### config.mk
export PLATFORM = sky130hd
export DESIGN_NAME = cop_bypass_ctrl
export DESIGN_NICKNAME = d
export VERILOG_FILES = /design/src/rtl/cop_pkg.sv /design/src/rtl/cop_addr_split.sv /design/src/rtl/cop_open_rows.sv /design/src/rtl/cop_decide.sv /design/src/rtl/cop_bypass_ctrl.sv
export SDC_FILE = /design/constraint.sdc
export NUM_CORES = 1
export LEC_CHECK = 0
export CAP_MARGIN = 40
export CORE_MARGIN = 2
export CORE_UTILIZATION = 40
export DETAILED_ROUTE_END_ITERATION = 10
export RECOVER_POWER = 50
export SLEW_MARGIN = 0
export SYNTH_ARGS = -nofsm -noshare
export SYNTH_HDL_FRONTEND = slang
export SYNTH_SLANG_ARGS = --single-unit
export TNS_END_PERCENT = 10
### constraint.sdc
create_clock -name clk -period 2.3 [get_ports clk]
set_input_delay 0.345 -clock clk [delete_from_list [all_inputs] [get_ports clk]]
set_output_delay 0.345 -clock clk [all_outputs]
set_load 0.02 [all_outputs]
### src/rtl/cop_pkg.sv
// Package: shared types for the conservative open-page bypass unit.
// Assumes: nothing beyond IEEE 1800-2017.
package cop_pkg;
    // Outcome of one precharge-slot decision.
    typedef enum logic [1:0] {
        DEC_NONE      = 2'b00,
        DEC_BYPASS    = 2'b01,
        DEC_PRECHARGE = 2'b10
    } dec_e;
endpackage

### src/rtl/cop_addr_split.sv
// Module: extracts the bank and row fields from a logical address.
// Assumes: the shifts match those used by the address generator; the fields
// fit inside ADDR_W.
module cop_addr_split #(
    parameter int ADDR_W     = 28,
    parameter int BANK_W     = 3,
    parameter int ROW_W      = 14,
    parameter int BANK_SHIFT = 10,
    parameter int ROW_SHIFT  = 13
) (
    input  logic [ADDR_W-1:0] addr,
    output logic [BANK_W-1:0] bank,
    output logic [ROW_W-1:0]  row
);
    // Shift-and-truncate field extraction.
    always_comb begin
        bank = BANK_W'(addr >> BANK_SHIFT);
        row  = ROW_W'(addr >> ROW_SHIFT);
    end
endmodule

### src/rtl/cop_open_rows.sv
// Module: per-bank open-row register and valid bit.
// Assumes: refresh and an activate never target a bank in the same cycle
// (refresh wins if they do); close and activate on one bank: activate wins.
module cop_open_rows #(
    parameter int NUM_BANKS = 8,
    parameter int ROW_W     = 14,
    localparam int BANK_W   = $clog2(NUM_BANKS)
) (
    input  logic                            clk,
    input  logic                            rst_n,
    input  logic                            close_en,
    input  logic [BANK_W-1:0]               close_bank,
    input  logic                            act_vld,
    input  logic [BANK_W-1:0]               act_bank,
    input  logic [ROW_W-1:0]                act_row,
    input  logic                            refresh,
    output logic [NUM_BANKS-1:0]            row_vld,
    output logic [NUM_BANKS-1:0][ROW_W-1:0] row_id
);
    for (genvar b = 0; b < NUM_BANKS; b++) begin : g_bank
        logic is_act, is_close;
        assign is_act   = act_vld  && (act_bank   == BANK_W'(b));
        assign is_close = close_en && (close_bank == BANK_W'(b));

        // Track open row of this bank: refresh > activate > close.
        always_ff @(posedge clk) begin
            if (!rst_n) begin
                row_vld[b] <= 1'b0;
                row_id[b]  <= '0;
            end else if (refresh) begin
                row_vld[b] <= 1'b0;
            end else if (is_act) begin
                row_vld[b] <= 1'b1;
                row_id[b]  <= act_row;
            end else if (is_close) begin
                row_vld[b] <= 1'b0;
            end
        end
    end

    // Refresh leaves every bank closed.
    assert_refresh_closes_R8: assert property (@(posedge clk) disable iff (!rst_n)
        refresh |=> (row_vld == '0));

    // An activate opens its bank with the given row.
    assert_act_opens_R9: assert property (@(posedge clk) disable iff (!rst_n)
        (act_vld && !refresh) |=> (row_vld[$past(act_bank)] && row_id[$past(act_bank)] == $past(act_row)));
endmodule

### src/rtl/cop_decide.sv
// Module: samples the hit test once at the precharge slot and emits a
// one-cycle bypass or precharge pulse.
// Assumes: pat_pos steps through the pattern; the slot is seen once per pattern.
module cop_decide
    import cop_pkg::*;
#(
    parameter int NUM_BANKS     = 8,
    parameter int ROW_W         = 14,
    parameter int POS_W         = 6,
    parameter int PRE_SLOT      = 34,
    parameter int FIRST_COL_POS = 9,
    localparam int BANK_W       = $clog2(NUM_BANKS)
) (
    input  logic                            clk,
    input  logic                            rst_n,
    input  logic                            pat_active,
    input  logic [POS_W-1:0]                pat_pos,
    input  logic [BANK_W-1:0]               cur_bank,
    input  logic                            nxt_vld,
    input  logic [BANK_W-1:0]               nxt_bank,
    input  logic [ROW_W-1:0]                nxt_row,
    input  logic [NUM_BANKS-1:0]            row_vld,
    input  logic [NUM_BANKS-1:0][ROW_W-1:0] row_id,
    output logic                            close_en,
    output logic                            bypass,
    output logic                            do_pre,
    output logic [BANK_W-1:0]               pre_bank,
    output logic [POS_W-1:0]                resume_pos
);
    logic slot, hit;
    dec_e dec_q;

    // Decision cycle and row-hit test for the next request.
    always_comb begin
        slot     = pat_active && (pat_pos == POS_W'(PRE_SLOT));
        hit      = nxt_vld && row_vld[nxt_bank] && (row_id[nxt_bank] == nxt_row);
        close_en = slot && !hit;
    end

    // Register the single decision taken at the slot.
    always_ff @(posedge clk) begin
        if (!rst_n) begin
            dec_q      <= DEC_NONE;
            pre_bank   <= '0;
            resume_pos <= '0;
        end else if (slot) begin
            dec_q      <= hit ? DEC_BYPASS : DEC_PRECHARGE;
            pre_bank   <= cur_bank;
            resume_pos <= hit ? POS_W'(FIRST_COL_POS) : '0;
        end else begin
            dec_q      <= DEC_NONE;
        end
    end

    assign bypass = (dec_q == DEC_BYPASS);
    assign do_pre = (dec_q == DEC_PRECHARGE);

    // Never both pulses at once.
    assert_one_outcome_R5: assert property (@(posedge clk) disable iff (!rst_n)
        $onehot0({bypass, do_pre}));

    // Every slot gives exactly one pulse in the next cycle.
    assert_slot_pulses_R5: assert property (@(posedge clk) disable iff (!rst_n)
        slot |=> (bypass || do_pre));

    // No pulse without a slot.
    assert_no_stray_R5: assert property (@(posedge clk) disable iff (!rst_n)
        !slot |=> !(bypass || do_pre));

    // Unknown next request always falls back to precharge.
    assert_unknown_pre_R4: assert property (@(posedge clk) disable iff (!rst_n)
        (slot && !nxt_vld) |=> (do_pre && resume_pos == '0));
endmodule

### src/rtl/cop_bypass_ctrl.sv
// Module: top of the conservative open-page bypass unit; ties address
// extraction, per-bank open-row state and slot decision together.
// Assumes: act/refresh inputs mirror commands actually issued to the device.
module cop_bypass_ctrl #(
    parameter int NUM_BANKS     = 8,
    parameter int ROW_W         = 14,
    parameter int ADDR_W        = 28,
    parameter int BANK_SHIFT    = 10,
    parameter int ROW_SHIFT     = 13,
    parameter int POS_W         = 6,
    parameter int PRE_SLOT      = 34,
    parameter int FIRST_COL_POS = 9,
    localparam int BANK_W       = $clog2(NUM_BANKS)
) (
    input  logic              clk,
    input  logic              rst_n,
    input  logic              nxt_vld,
    input  logic [ADDR_W-1:0] nxt_addr,
    input  logic              pat_active,
    input  logic [POS_W-1:0]  pat_pos,
    input  logic [BANK_W-1:0] cur_bank,
    input  logic              act_vld,
    input  logic [BANK_W-1:0] act_bank,
    input  logic [ROW_W-1:0]  act_row,
    input  logic              refresh,
    output logic              bypass,
    output logic              do_pre,
    output logic [BANK_W-1:0] pre_bank,
    output logic [POS_W-1:0]  resume_pos
);
    logic [BANK_W-1:0]               nxt_bank;
    logic [ROW_W-1:0]                nxt_row;
    logic [NUM_BANKS-1:0]            row_vld;
    logic [NUM_BANKS-1:0][ROW_W-1:0] row_id;
    logic                            close_en;

    cop_addr_split #(
        .ADDR_W(ADDR_W), .BANK_W(BANK_W), .ROW_W(ROW_W),
        .BANK_SHIFT(BANK_SHIFT), .ROW_SHIFT(ROW_SHIFT)
    ) u_split (
        .addr(nxt_addr), .bank(nxt_bank), .row(nxt_row)
    );

    cop_open_rows #(.NUM_BANKS(NUM_BANKS), .ROW_W(ROW_W)) u_rows (
        .clk(clk), .rst_n(rst_n),
        .close_en(close_en), .close_bank(cur_bank),
        .act_vld(act_vld), .act_bank(act_bank), .act_row(act_row),
        .refresh(refresh),
        .row_vld(row_vld), .row_id(row_id)
    );

    cop_decide #(
        .NUM_BANKS(NUM_BANKS), .ROW_W(ROW_W), .POS_W(POS_W),
        .PRE_SLOT(PRE_SLOT), .FIRST_COL_POS(FIRST_COL_POS)
    ) u_decide (
        .clk(clk), .rst_n(rst_n),
        .pat_active(pat_active), .pat_pos(pat_pos), .cur_bank(cur_bank),
        .nxt_vld(nxt_vld), .nxt_bank(nxt_bank), .nxt_row(nxt_row),
        .row_vld(row_vld), .row_id(row_id),
        .close_en(close_en),
        .bypass(bypass), .do_pre(do_pre),
        .pre_bank(pre_bank), .resume_pos(resume_pos)
    );

    // A bypass reports the column-command entry, a precharge reports entry 0.
    assert_resume_matches_R2: assert property (@(posedge clk) disable iff (!rst_n)
        (bypass |-> resume_pos == POS_W'(FIRST_COL_POS)) and (do_pre |-> resume_pos == '0));
endmodule

==> flow_metrics.py, run 1 <==
metrics = {
    "clock_tree": {
        "clkTransAtPathRegs_ns": 0.05,
        "cts_max_level": 4,
        "cts-root-buf": "sky130_fd_sc_hd__clkbuf_16",
        "cts-hold-fix-buffers": 0,
        "numCtsBuffers": 17,
        "clock_sinks": 126,
        "clock_path_buffers": 2,
        "tritoncts": "done",
        "clkLatencyLatePin_ns": 0.43,
    },
    "global_route": {
        "grt.met2_usage_pct": 38.03,
        "largest_net_degree_at_the_start_of_global_routing": 119,
        "globalRouteMet1Util_pct": 31.90,
        "initial_antenna_violation_count": 0,
        "grt_pass1_wl_um": 29000,
        "total_global_routing_track_utilization_pct": 24.21,
        "first_global_vias": 5248,
        "use_met3_pct": 6.160,
        "busiest_layer": "met2",
        "grt_overflow": 0,
    },
    "route": {
        "finalWirelength_um": 19000,
        "route.detailed.vias_per_inst": 5.468,
        "final_routed_drc_violation_total": 0,
        "detailed_route_via_count": 5479,
        "drtIter0Drc": 637,
        "post_drt_wl_per_cell_um": 18.97,
        "detailedRoute.firstPassIterationCount": 5,
        "drtAntennaViolNets": 0,
    },
    "pwr": {
        "ir_drop_uv": 542.1,
        "power_density_nw_per_um2": 705.5,
        "clock_power_share_pct": 48.6,
        "combinationalPowerShare_pct": 9.8,
        "p_sw_share_pct": 23.18,
        "seqPwrFrac_pct": 41.6,
        "switching_power_mw": 1.241,
        "internal_power_mw": 4.112,
        "leakagePower_nw": 2.706,
    },
    "die": {
        "rows": 44,
        "boundaryPins": 71,
        "initial_utilization_pct": 40.92,
        "floorplan.core_area_um2": 14480,
        "die-width_um": 125.7,
        "chipHeight_um": 125.7,
        "design.die.area_um2": 15800,
    },
    "timing": {
        "finalSetupViolations": 0,
        "hold_ws_ns": 0.4488,
        "min_period_over_period_pct": 93.13,
        "timing.final.hold_violations": 0,
        "setup_total_negative_slack_ns": 0,
        "worst_pin_slew_ns": 1.030,
        "clock.fmax_mhz": 466.9,
        "rsz0062_at_grt": "no",
        "worst_clock_skew_ns": 0.005672,
        "relSlewSlack_pct": 31.35,
        "finalWorstPathRequiredPeriod_ns": 2.142,
        "drv_slew": 0,
    },
    "critical_path": {
        "end_kind": "flip-flop",
        "worstSetupStartpointType": "flip-flop",
        "worstPathRequired_ns": 2.59,
        "reg2reg_slack_ns": 0.16,
        "worstSetupPathType": "reg -> reg",
        "critical_path.max_fanout": 4,
        "cp_data_arrival_time_ns": 2.43,
    },
    "finish": {
        "fillCellCount": 1365,
        "antenna-diode-count": 0,
        "layout-drive-gt1-share_pct": 16.26,
        "layout_common_cells": "sky130_fd_sc_hd__nand2_1 (244), sky130_fd_sc_hd__dfxtp_1 (126), sky130_fd_sc_hd__a21oi_1 (119)",
        "post_layout_net_count": 867,
        "mostFrequentLayoutCell": "sky130_fd_sc_hd__nand2_1",
        "multi_input_area_um2": 3173,
        "area.sequential_um2": 2522,
        "area_delta_synth_final_pct": 28.07,
    },
    "synthesis": {
        "synth_largest_area_cell": "sky130_fd_sc_hd__dfxtp_1",
        "synth_area_um2": 5924,
        "ys.warnings.count": 0,
        "ys_ff_latch": 126,
        "predominant_post_synthesis_flop_cell": "sky130_fd_sc_hd__dfxtp_1",
        "ys_async_sr_fraction_pct": 0,
        "synth_enable_flop_cells": 0,
        "gate_count_of_the_mapped_netlist": 726,
        "ys_seq_area_share_pct": 42.58,
        "synth.lib_cells_used.distinct": 53,
        "post-synth-top-area-fraction_pct": 42.58,
        "syn_area_per_cell_um2": 8.160,
        "synth.area.top_cells": "sky130_fd_sc_hd__dfxtp_1 (43%), sky130_fd_sc_hd__nand2_1 (15%), sky130_fd_sc_hd__a21oi_1 (10%)",
    },
    "flow_run": {
        "maxCapViolCount": 0,
    },
    "placement": {
        "routabilityCongestion": 0.8968,
        "io_buffer_count": 55,
        "dpl.hpwl_um": 12390,
    },
    "outcome": {
        "status": "finished clean",
    },
    "hold_path": {
        "timing.hold.worst.class": "reg -> reg",
    },
}
## power by group through the flow
stage               clock [mW]  sequential, mW  combinational [mW]
floorplan                    0            2.27               0.288
global placement             0            2.27               0.483
detailed placement           0            2.27               0.491
CTS                       2.61            2.23               0.501
global route              2.71            2.23               0.563
finish                    2.60            2.23               0.523
## cell type report
type	count	area share [%]
Multi-Input combinational cell	541	41.82
Clock buffer	24	6.349
Sequential cell	126	33.25
Timing Repair Buffer	120	14.36
Clock inverter	6	1.121
Tap cell	184	3.034
Inverter	1	0.06596
## kinds of logic (layout without fill, tap and decap cells)
kind of cell              Yosys count  after routing  synth area share [%]
and+or+nand+nor                   314            314                 22.72
AOI/OAI and AO/OA                 162            162                 15.61
DFF                               126            126                 42.58
buffers and inverters              62            151                 5.639
muxes                              53             53                 12.21
xor gates and xnor gates            8              8                 1.183
other                               1              4               0.06330
## Yosys cell counts, types with 10 or more instances
master	number
sky130_fd_sc_hd__nor3_1	10
sky130_fd_sc_hd__clkbuf_2	10
sky130_fd_sc_hd__dfxtp_1	126
sky130_fd_sc_hd__o21ai_0	10
sky130_fd_sc_hd__a21oi_1	120
sky130_fd_sc_hd__nand2_1	244
sky130_fd_sc_hd__clkbuf_1	33
sky130_fd_sc_hd__mux2i_1	31
sky130_fd_sc_hd__nor2_1	16
## per-stage QoR
| stage | setup WS [ns] | total power [mW] | area [um2] | instances | utilization [%] |
|---|---|---|---|---|---|
| floorplan | 0.09882 | 2.555 | 5936 | 729 | - |
| global placement | -0.5648 | 2.753 | 6870 | 958 | 47.45 |
| detailed placement | -0.6137 | 2.763 | 6870 | 958 | 47.45 |
| CTS | -0.08986 | 5.340 | 7487 | 989 | 51.71 |
| global route | 0.03931 | 5.496 | 7587 | 1002 | 52.40 |
| finish | 0.1580 | 5.353 | 7587 | 1002 | 52.40 |
## metal layers
metal  share of wire [%]  routed length (um)
met1                  45                8509
met2                  46                8744
met3                 7.0                1329
met4                 2.2                 421
met5                   0                   0
## registers in the layout, indices dropped and copies added (netlist names)
register	flops
u_rows.row_id	112
u_rows.row_vld	8
u_decide.pre_bank	3
u_decide.dec_q	2
u_decide.resume_pos	1
## worst max-delay path: stages (launching register included)
cell and delay, ns:
sky130_fd_sc_hd__dfxtp_1 0.31, sky130_fd_sc_hd__mux4_2 0.48, sky130_fd_sc_hd__mux2i_2 0.22, sky130_fd_sc_hd__xor2_2 0.13
sky130_fd_sc_hd__o21a_1 0.12, sky130_fd_sc_hd__nor4b_4 0.13, sky130_fd_sc_hd__buf_4 0.15, sky130_fd_sc_hd__a211oi_4 0.32
sky130_fd_sc_hd__a41oi_2 0.15
## timing repair
action,4_1_cts,5_1_grt
pin swaps,7,10
gates resized for setup,9,9
cloned,0,1
endpoints found under the setup margin,11,11
buffers inserted,2,13
## worst paths after layout
check / to / startpoint / cells after the start
min reg2reg: u_rows.row_id[32] / u_rows.row_id[32] / 2
max: u_rows.row_vld[3] / u_rows.row_id[88] / 8
min: u_rows.row_id[32] / u_rows.row_id[32] / 2
max reg2reg: u_rows.row_vld[3] / u_rows.row_id[88] / 8
(Power assumes the default switching activity.)
==> inputs of run 2 (changes only) <==
--- a/config.mk
+++ b/config.mk
@@ -5,11 +5,13 @@
 export SDC_FILE = /design/constraint.sdc
 export NUM_CORES = 1
 export LEC_CHECK = 0
+export ABC_CLOCK_PERIOD_IN_PS = 2300
 export CAP_MARGIN = 40
 export CORE_MARGIN = 2
 export CORE_UTILIZATION = 40
 export DETAILED_ROUTE_END_ITERATION = 10
 export RECOVER_POWER = 50
+export SKIP_CTS_REPAIR_TIMING = 1
 export SLEW_MARGIN = 0
 export SYNTH_ARGS = -nofsm -noshare
 export SYNTH_HDL_FRONTEND = slang
==> run 2 against run 1 <==
Against the previous run: the flow now finishes with violations (negative setup slack); clock power is essentially flat; routed wire length shrank 1.5%; cell area shrank 2.2%; core utilization shrank 1.1 points; clock-buffer cell count is the same; fmax shrank 11%; global-route usage shrank 0.17 points; hold slack gained 0.0011 ns; largest cell class unchanged; largest power group unchanged.
==> flow_metrics.py, run 2 (synthesis gave the netlist of run 1 again) <==
metrics = {
    "outcome": {
        "status": "complete, but fails checks",
        "failing_checks": "negative setup slack",
    },
    "finish": {
        "finalNonFillerCells": 990,
        "mostFrequentLayoutCell": "sky130_fd_sc_hd__nand2_1",
        "post_layout_net_count": 855,
        "layout-drive-gt1-share_pct": 13.90,
        "antenna-diode-count": 0,
        "most_flops_register": "u_rows.row_id",
        "layout_top_registers": "u_rows.row_id (112), u_rows.row_vld (8), u_decide.pre_bank (3)",
        "largest_register_ff_count": 112,
        "design_area_um2": 7423,
        "area_delta_synth_final_pct": 25.30,
        "layout_common_cells": "sky130_fd_sc_hd__nand2_1 (244), sky130_fd_sc_hd__dfxtp_1 (126), sky130_fd_sc_hd__a21oi_1 (119)",
    },
    "clock_tree": {
        "clkTransAtPathRegs_ns": 0.05,
        "cts-root-buf": "sky130_fd_sc_hd__clkbuf_16",
        "tritoncts": "done",
        "clkLatencyLatePin_ns": 0.43,
        "numCtsBuffers": 17,
        "cts_max_level": 4,
        "clock_path_buffers": 2,
        "clock_sinks": 126,
    },
    "critical_path": {
        "rr_worst_depth": 9,
        "worstSetupStartpointType": "input port",
        "timing.critical_path.slowest_cell_delay_ns": 0.47,
        "reg2reg_slack_ns": 0.13,
        "critical_path.max_fanout": 19,
        "cp_data_arrival_time_ns": 2.70,
        "worstPathRequired_ns": 2.58,
        "cpMaxStageDelayCell": "sky130_fd_sc_hd__clkdlybuf4s50_1",
        "worstSetupPathType": "in -> reg",
        "worstPathCellList": "clkdlybuf4s50_1 -> buf_6 -> buf_12 -> mux2i_1 -> a22oi_1 -> and3_1 -> o21a_1 -> nor4b_4 -> buf_4 -> a211oi_4 -> a41oi_2",
        "end_kind": "flip-flop",
        "reg2reg_to": "u_rows.row_vld[3]",
        "crit-reg2reg-launch": "u_rows.row_id[4]",
        "setup.worst_path.start": "nxt_addr[10]",
    },
    "placement": {
        "place_area_um2": 6870,
        "dpl.hpwl_um": 12390,
        "io_buffer_count": 55,
        "routabilityCongestion": 0.8968,
        "post-place-cells": 958,
    },
    "die": {
        "design.die.area_um2": 15800,
        "die-width_um": 125.7,
        "initial_utilization_pct": 40.92,
        "floorplan.core_area_um2": 14480,
        "rows": 44,
        "chipHeight_um": 125.7,
        "boundaryPins": 71,
    },
    "pwr": {
        "ir_drop_uv": 531.6,
        "power_density_nw_per_um2": 715.6,
        "leakagePower_nw": 2.654,
    },
    "global_route": {
        "first_global_vias": 5256,
        "largest_net_degree_at_the_start_of_global_routing": 119,
        "grt_overflow": 0,
        "initial_antenna_violation_count": 0,
        "total_global_routing_track_utilization_pct": 24.04,
        "grt_pass1_wl_um": 28830,
    },
    "route": {
        "final_routed_drc_violation_total": 0,
        "finalWirelength_um": 18720,
        "detailedRoute.firstPassIterationCount": 5,
        "post_drt_wl_per_cell_um": 18.90,
        "drtAntennaViolNets": 0,
        "drtIter0Drc": 559,
        "route.detailed.vias_per_inst": 5.448,
        "detailed_route_via_count": 5394,
    },
    "hold_path": {
        "timing.hold.worst.class": "reg -> reg",
        "whs_path_depth": 2,
        "hold_path_startpoint": "u_rows.row_id[32]",
        "hold_end": "u_rows.row_id[32]",
    },
    "timing": {
        "finalWorstSetupSlack_ns": -0.1178,
        "worst_clock_skew_ns": 0.01445,
        "setup_total_negative_slack_ns": -0.5255,
        "timing.final.hold_violations": 0,
        "finalWorstPathRequiredPeriod_ns": 2.418,
        "clock.fmax_mhz": 413.6,
        "worst_pin_slew_ns": 1.025,
        "min_period_over_period_pct": 105.1,
        "finalSetupViolations": 10,
        "relSlewSlack_pct": 31.69,
        "hold_ws_ns": 0.4498,
        "drv_slew": 0,
        "rsz0062_at_grt": "yes",
    },
    "flow_run": {
        "maxCapViolCount": 0,
    },
}
==> run 2: cell type report <==
class / count / area [um2]
Multi-Input combinational cell: 541 / 3127
Clock inverter: 6 / 85.08
Inverter: 1 / 5.005
Timing Repair Buffer: 108 / 972.2
Clock buffer: 24 / 481.7
Fill cell: 1382 / 7056
Sequential cell: 126 / 2522
Tap cell: 184 / 230.2
==> run 2: where the power goes <==
group          internal, mW  switching, mW
registers              2.21         0.0142
logic                 0.220          0.277
clock network          1.66          0.927
total                  4.09           1.22
==> run 2: worst max path at each step <==
stage | slack [ns] | to
CTS | -0.18 | u_rows.row_vld[5]
detailed placement | -0.61 | u_decide.dec_q[0]
finish | -0.12 | u_rows.row_vld[3]
global route | -0.20 | u_rows.row_vld[3]
floorplan | 0.1 | u_rows.row_vld[3]
global placement | -0.56 | u_decide.dec_q[0]
==> run 2: layer usage <==
| metal | wire length [um] | vias up | GRT usage (%) |
|---|---|---|---|
| met1 | 8438 | 2564 | 31.37 |
| met2 | 8579 | 184 | 37.58 |
| met3 | 1224 | 42 | 6.160 |
| li1 | - | 2604 | - |
| met4 | 473 | 0 | 10.92 |
| met5 | 0 | - | 0 |
==> run 2: through the flow <==
stage	power (mW)	utilization (%)	setup WS, ns
after floorplan	2.555	-	0.09882
after global placement	2.753	47.45	-0.5648
after detailed placement	2.763	47.45	-0.6137
after CTS	5.333	51.37	-0.1838
after global routing	5.465	51.27	-0.1967
final	5.312	51.27	-0.1178
==> run 2: critical path: cells and delay by family <==
family | cells | cell delay, ns
muxes | 1 | 0.26
AOI/OAI and AO/OA | 4 | 0.74
buffers and inverters | 4 | 0.98
and+or+nand+nor | 2 | 0.35
